`config.mk`:
```
export PLATFORM = sky130hd
export DESIGN_NAME = boot_entry_detector
export DESIGN_NICKNAME = d
export VERILOG_FILES = /design/src/rtl/boot_entry_detector.sv
export SDC_FILE = /design/constraint.sdc
export NUM_CORES = 1
export LEC_CHECK = 0
export BUFFER_PORTS_ARGS = -buffer_cell sky130_fd_sc_hd__buf_2
export CAP_MARGIN = 20
export CORE_ASPECT_RATIO = 1.2
export CORE_MARGIN = 4
export CORE_UTILIZATION = 57
export DETAILED_ROUTE_END_ITERATION = 10
export GPL_TIMING_DRIVEN = 1
export PLACE_DENSITY = 0.82
export SKIP_LAST_GASP = 1
export SLEW_MARGIN = 20
export SYNTH_ARGS = -nofsm -noshare
export SYNTH_HDL_FRONTEND = slang
export SYNTH_SLANG_ARGS = --single-unit
```
`constraint.sdc`:
```
create_clock -name clk -period 2.8 [get_ports clk]
set_clock_uncertainty 0.1 [all_clocks]
set_input_delay 0.28 -clock clk [delete_from_list [all_inputs] [get_ports clk]]
set_output_delay 0.28 -clock clk [all_outputs]
set_load 0.02 [all_outputs]
```
`src/rtl/boot_entry_detector.sv`:
```
module boot_entry_detector #(
  parameter int          MIN_LEVEL_CYC  = 25,
  parameter int          FIRST_HIGH_CYC = 100,
  parameter logic [15:0] BOOT_VEC       = 16'h1000,
  parameter logic [15:0] USER_VEC       = 16'hFFFE
) (
  input  logic        clk,
  input  logic        rst_n,
  input  logic        ext_rst_n,
  input  logic        test_in,
  input  logic        alt_en_in,
  input  logic        use_alt,
  output logic        dec_stb,
  output logic        boot_sel,
  output logic [15:0] start_addr
);
  localparam int CMAX = (MIN_LEVEL_CYC > FIRST_HIGH_CYC) ? MIN_LEVEL_CYC : FIRST_HIGH_CYC;
  localparam int CW   = $clog2(CMAX + 1);

  typedef enum logic [1:0] {ARMED, HOLD, DONE} state_t;

  logic [1:0]    rst_sy, test_sy, alt_sy;
  logic          rst_q, pin_q;
  logic [CW-1:0] cnt;
  logic [1:0]    rise_cnt;
  state_t        state;

  wire rst_s    = rst_sy[1];
  wire pin_s    = use_alt ? alt_sy[1] : test_sy[1];
  wire rst_rise = rst_s & ~rst_q;
  wire rst_fall = ~rst_s & rst_q;
  wire pin_rise = pin_s & ~pin_q;
  wire pin_fall = ~pin_s & pin_q;
  wire pin_edge = pin_rise | pin_fall;
  wire low_ok   = cnt >= CW'(MIN_LEVEL_CYC);
  wire first_ok = cnt >= CW'(FIRST_HIGH_CYC);
  wire high_ok  = (rise_cnt == 2'd1) ? first_ok : low_ok;
  wire go_boot  = (rise_cnt == 2'd2) && pin_s && !pin_edge && low_ok;

  always_ff @(posedge clk or negedge rst_n) begin
    if (!rst_n) begin
      rst_sy     <= '0;
      test_sy    <= '0;
      alt_sy     <= '0;
      rst_q      <= 1'b0;
      pin_q      <= 1'b0;
      cnt        <= '0;
      rise_cnt   <= '0;
      state      <= ARMED;
      dec_stb    <= 1'b0;
      boot_sel   <= 1'b0;
      start_addr <= USER_VEC;
    end else begin
      rst_sy  <= {rst_sy[0], ext_rst_n};
      test_sy <= {test_sy[0], test_in};
      alt_sy  <= {alt_sy[0], alt_en_in};
      rst_q   <= rst_s;
      pin_q   <= pin_s;
      dec_stb <= 1'b0;

      if (rst_fall || pin_edge) cnt <= CW'(1);
      else if (cnt != CW'(CMAX)) cnt <= cnt + CW'(1);

      unique case (state)
        ARMED: begin
          if (rst_rise) begin
            if (go_boot) state <= HOLD;
            else begin
              dec_stb    <= 1'b1;
              boot_sel   <= 1'b0;
              start_addr <= USER_VEC;
              state      <= DONE;
            end
          end else if (pin_rise) begin
            if (!low_ok) rise_cnt <= 2'd0;
            else if (rise_cnt != 2'd2) rise_cnt <= rise_cnt + 2'd1;
          end else if (pin_fall && !high_ok) begin
            rise_cnt <= 2'd0;
          end
        end
        HOLD: begin
          if (rst_fall) begin
            rise_cnt <= 2'd0;
            state    <= ARMED;
          end else if (!pin_s) begin
            dec_stb    <= 1'b1;
            boot_sel   <= 1'b1;
            start_addr <= BOOT_VEC;
            state      <= DONE;
          end
        end
        default: begin
          if (rst_fall) begin
            rise_cnt <= 2'd0;
            state    <= ARMED;
          end
        end
      endcase
    end
  end
endmodule

```
### After elaboration in Yosys (flattened, before gate mapping)

Index checks and enable logic that the tools add are counted.
Widths: inputs -> output; s select.

* register bits: 37
* bits of input ports: 6
* output and inout port bits: 18
* word-level logic and storage cells: 83

* $add $sub $neg: 2
* magnitude comparators: 2
* equality and inequality tests: 13
* mux-type cells: 31
* bitwise gates (word level): 9
* reduce and logical (&&, ||, !) cells: 15

Operator list (number)
* $mux 16: 4
* $pmux 16 s2: 1
* $mux 2: 11
* $mux 7: 2
* $ne 2x2->1 const B: 6
* $mux 1: 10
* $add 7x1->7 const B: 1
* $ge 7x5->1 const B: 1
* $ge 7x7->1 const B: 1
* $ne 7x7->1 const B: 1
* $ne 3x3->1 const B: 2
* $reduce_bool 2->1: 3
* $reduce_and 5->1: 1
* $and 1x1->1: 4
* $eq 2x1->1 const B: 2
* $logic_and 1x1->1: 4
* $ne 4x4->1 const B: 1
* $not 1->1: 4
* $pmux 1 s2: 2
* $pmux 2 s2: 1
* $reduce_and 4->1: 1
* $reduce_and 3->1: 1
* $reduce_bool 3->1: 1
* $add 2x1->2 const B: 1
* 5 further kinds: 6

### Depth between registers and ports, before layout

* depth in word-level cells: 10
* depth in mapped cells: 7
* gate-level depth less buffers: 7

### Least setup slack after synthesis

No wires, ideal clock.

* path type: reg2reg
* from: register alt_sy[1]
* to: register dec_stb
* data arrival time: 1.475 ns
* data required time: 2.623 ns
* path slack: 1.148 ns
* stages on the path, launching flop included: 6
* buffers on the path: 0
* period minus slack after synthesis: 1.652 ns
* path through: dfrtp_1 mux2i_1 inv_1 ha_1 a311o_1 a21oi_1

* longest elaborated chain between the ends: 10

Ends and longest elaborated chain
* start: declaration: RTL line 22 `logic [1:0] rst_sy, test_sy, alt_sy;`
* start signal: assignment: RTL line 56 `alt_sy <= {alt_sy[0], alt_en_in};`
* $mux 1 *: RTL line 29 `wire pin_s = use_alt ? alt_sy[1] : test_sy[1];`
* named net pin_s: RTL line 29
* $not 1->1: RTL line 33 `wire pin_fall = ~pin_s & pin_q;`
* $and 1x1->1: RTL line 33
* $or 1x1->1: RTL line 34 `wire pin_edge = pin_rise | pin_fall;`
* $logic_not 1->1: RTL line 38 `wire go_boot = (rise_cnt == 2'd2) && pin_s && !pin_edge && low_ok;`
* $logic_and 1x1->1 (2 in a row): RTL line 38
* $mux 1: RTL line 67 `if (go_boot) state <= HOLD;`
* $mux 1: RTL line 66 `if (rst_rise) begin`
* $pmux 1 s2 *: RTL line 64 `unique case (state)`
* end signal: assignment: RTL line 50 `dec_stb <= 1'b0;`
* end signal: assignment: RTL line 59 `dec_stb <= 1'b0;`
* end signal: assignment: RTL line 69 `dec_stb <= 1'b1;`
* end: declaration: RTL line 13 `output logic dec_stb,`

Mark *: on every way through the listed nets, which the timed path passes. The rest lies on a longest branch.
A chain may end at the register's enable or synchronous reset.

### Worst setup path after layout

Same ends and word-level chain as after synthesis.

==> results_dict.tcl <==
set metrics [dict create \
    grt_pass1_wl_mm 3.463 \
    grt_pass1_vias 771 \
    crit_end "dec_stb" \
    synth_fa_ha_area_share_pct 7.269 \
    cp.arrival_ns 2.02 \
    avgSynthCellArea_sq_um 10.30 \
    cts_tree "built" \
    ys_async_sr_fraction_pct 100.0 \
    clkSinkCount 22 \
    top_usage_layer "met2" \
    worstPathCellList "mux2i_1 > inv_1 > ha_1 > a311o_1 > a21oi_1" \
    synth_mux_area_share_pct 1.661 \
    drt_first_pass_iters 4 \
    min_path_type "reg2reg" \
    r2r_end "dec_stb" \
    synth_xor_area_share_pct 2.181 \
    finalSetupViolations 0 \
    rsz0062_at_grt "no" \
    drtIter0Drc 25 \
    cap_violations 0 \
    slowest_stage "dfrtp_1" \
    synth-edff-count 0 \
    drive_above_1_share_pct 24.03 \
    clk_transition_reported_paths_ns 0.12 \
    routed_via_density 5.818 \
    finalPower_uw 694.9 \
    clock-root-buffer "clkbuf_4" \
    cts_buffers 3 \
    synth_cell_types 35 \
    die_w_um 49.97 \
    antenna_found_initial 0 \
    min_period_over_period_pct 67.17 \
    wl_mm 2.129 \
    synth_top_family_by_area "simple AND/OR/NAND/NOR gates" \
    fin_area_sq_um 1291 \
    r2r-start "alt_sy[1]" \
    finalHoldViolations 0 \
    syn_inst 117 \
    grt_max_degree 23 \
    portBuffers 21 \
    dpl_cell_area_sq_um 1199 \
    leakagePower_uw 0.0005667 \
    synthSimpleGateAreaFrac_pct 15.26 \
    ys_ff_latch 22 \
    grtUsageMet1_pct 18.56 \
    yosys-top-cells-area "dfrtp_1 44%, buf_4 9.3%, ha_1 7.3%" \
    synth_nets 130 \
    die_h_um 58.37 \
    start_util_pct 62.94 \
    fin_crit_ns 1.881 \
    maxSlewViolCount 0 \
    layout_common_cells "21 x dfrtp_1, 21 x buf_2, 8 x inv_1" \
    end_kind "flop" \
    rr_worst_depth 5 \
    grtUsageMet3_pct 3.291 \
    crit_path_max_incr_delay_ns 0.39 \
    nets 143 \
    worstSetupStartpoint "alt_sy[1]" \
    synth-compound-area-share_pct 13.50 \
    ys_seq_area_share_pct 45.79 \
    hpwl_mm 1.560 \
    synthToLayoutAreaGrowth_pct 7.165 \
    synth_top_area_cell "dfrtp_1" \
    critical_path_class "reg2reg" \
    io_pins 24 \
    start_kind "flop" \
    ctsHtreeMaxLevel 1 \
    grt_overflow 0 \
    p_per_area_nw_per_um2 538.2 \
    die_area_sq_um 2917 \
    clock_latency_ns 0.30 \
    globalplace.congestion 0.9287 \
    reg2reg_slack_ns 0.92 \
    vias 861 \
    cp_data_required_time_ns 2.94 \
    setup_tns_ns 0 \
    drtAntennaViolNets 0 \
    crit_path_max_fanout 6 \
    peakVddDrop_mv 0.3739 \
    yosys_warnings 0 \
    ys.flop_type "dfrtp_1" \
    insertedDiodeCount 0 \
    routedWlPerCell_um 14.39 \
    coreArea_sq_um 1914 \
    grtUsageMet2_pct 27.03 \
    fmax_ghz 0.5317 \
    clockBufferDepth 2 \
    synth_top_area_share_pct 43.61 \
    std_cell_rows 17 \
    grt_usage_pct 15.82 \
    syn_area_sq_um 1205 \
    drc_errors 0 \
    status "finished clean" \
]
==> cell families after synthesis <==
logic type	count (synthesis)
AOI/OAI and AO/OA	24
xor gates and xnor gates	3
muxes	2
buffers and inverters	25
adders and majority gates	7
other	2
and+or+nand+nor	32
DFF	22
==> repair_timing <==
action / in CTS / in global routing
buffers inserted: 0 / 0
hold endpoints to repair: 24 / 0
gates resized for setup: 0 / 0
hold buffers: 4 / 0
==> power breakdown <==
| part | internal (uW) | switching, uW |
|---|---|---|
| registers | 335 | 25.1 |
| clock network | 145 | 96.1 |
| logic | 38.4 | 55.8 |
| total | 518 | 177 |
==> flip-flops by register name, indices dropped and copies added (netlist names) <==
signal and flops:
alt_sy 2, boot_sel 1, cnt 7, dec_stb 1, pin_q 1, rise_cnt 2, rst_q 1, rst_sy 2
start_addr 1, state 2, test_sy 2
==> metrics by stage <==
stage	setup WS (ns)	hold slack, ns	utilization [%]	cells
2_1_floorplan	1.148	-0.1156	-	117
3_3_place_gp	0.9759	0.1540	62.61	140
3_5_place_dp	0.9053	0.1598	62.61	140
4_1_cts	0.9180	0.2645	67.45	148
5_1_grt	0.7194	0.2753	67.45	148
6_report	0.9194	0.2653	67.45	148
==> cell usage after synthesis (2+ instances only) <==
master / instances
conb_1: 2
a31oi_1: 3
a21oi_1: 4
nor3b_1: 2
nand2_1: 5
nor3_1: 5
nor2_1: 6
inv_1: 8
ha_1: 7
mux2i_1: 2
xor2_1: 2
o21ai_0: 6
dfrtp_1: 21
buf_4: 15
nand3_1: 5
o211ai_1: 2
o31a_1: 2
buf_6: 2
or3_1: 2
==> critical path, delay by kind of cell, from the launching register on <==
kind	cells	cell delay, ns
adders and majority gates	1	0.39
muxes	1	0.32
AOI/OAI and AO/OA	2	0.45
buffers and inverters	1	0.17
DFF	1	0.39
==> worst min path at each step <==
stage / start / end / slack (ns) / cells past startpoint
detailed placement: rst_n / rise_cnt[0] / 0.16 / 1
global placement: rst_n / rise_cnt[0] / 0.15 / 1
finish: rst_sy[0] / rst_sy[1] / 0.27 / 0
CTS: rst_sy[0] / rst_sy[1] / 0.26 / 0
floorplan: rst_n / alt_sy[0] / -0.12 / 0
global route: rst_sy[0] / rst_sy[1] / 0.28 / 0
==> layout make-up <==
| type | count | area [sq um] |
|---|---|---|
| Multi-Input combinational cell | 70 | 488.0 |
| Sequential cell | 22 | 551.8 |
| Fill cell | 139 | 623.1 |
| Tap cell | 19 | 23.77 |
| Timing Repair Buffer | 25 | 145.1 |
| Inverter | 8 | 30.03 |
| Clock inverter | 1 | 30.03 |
| Clock buffer | 3 | 22.52 |
==> routing by layer <==
layer / share of wire [%] / up-vias
met5: 0 / -
met4: 1.5 / 0
met3: 5.2 / 4
met2: 51 / 26
met1: 43 / 413
li1: - / 418
Note: power is estimated with default switching activity, not from simulation.
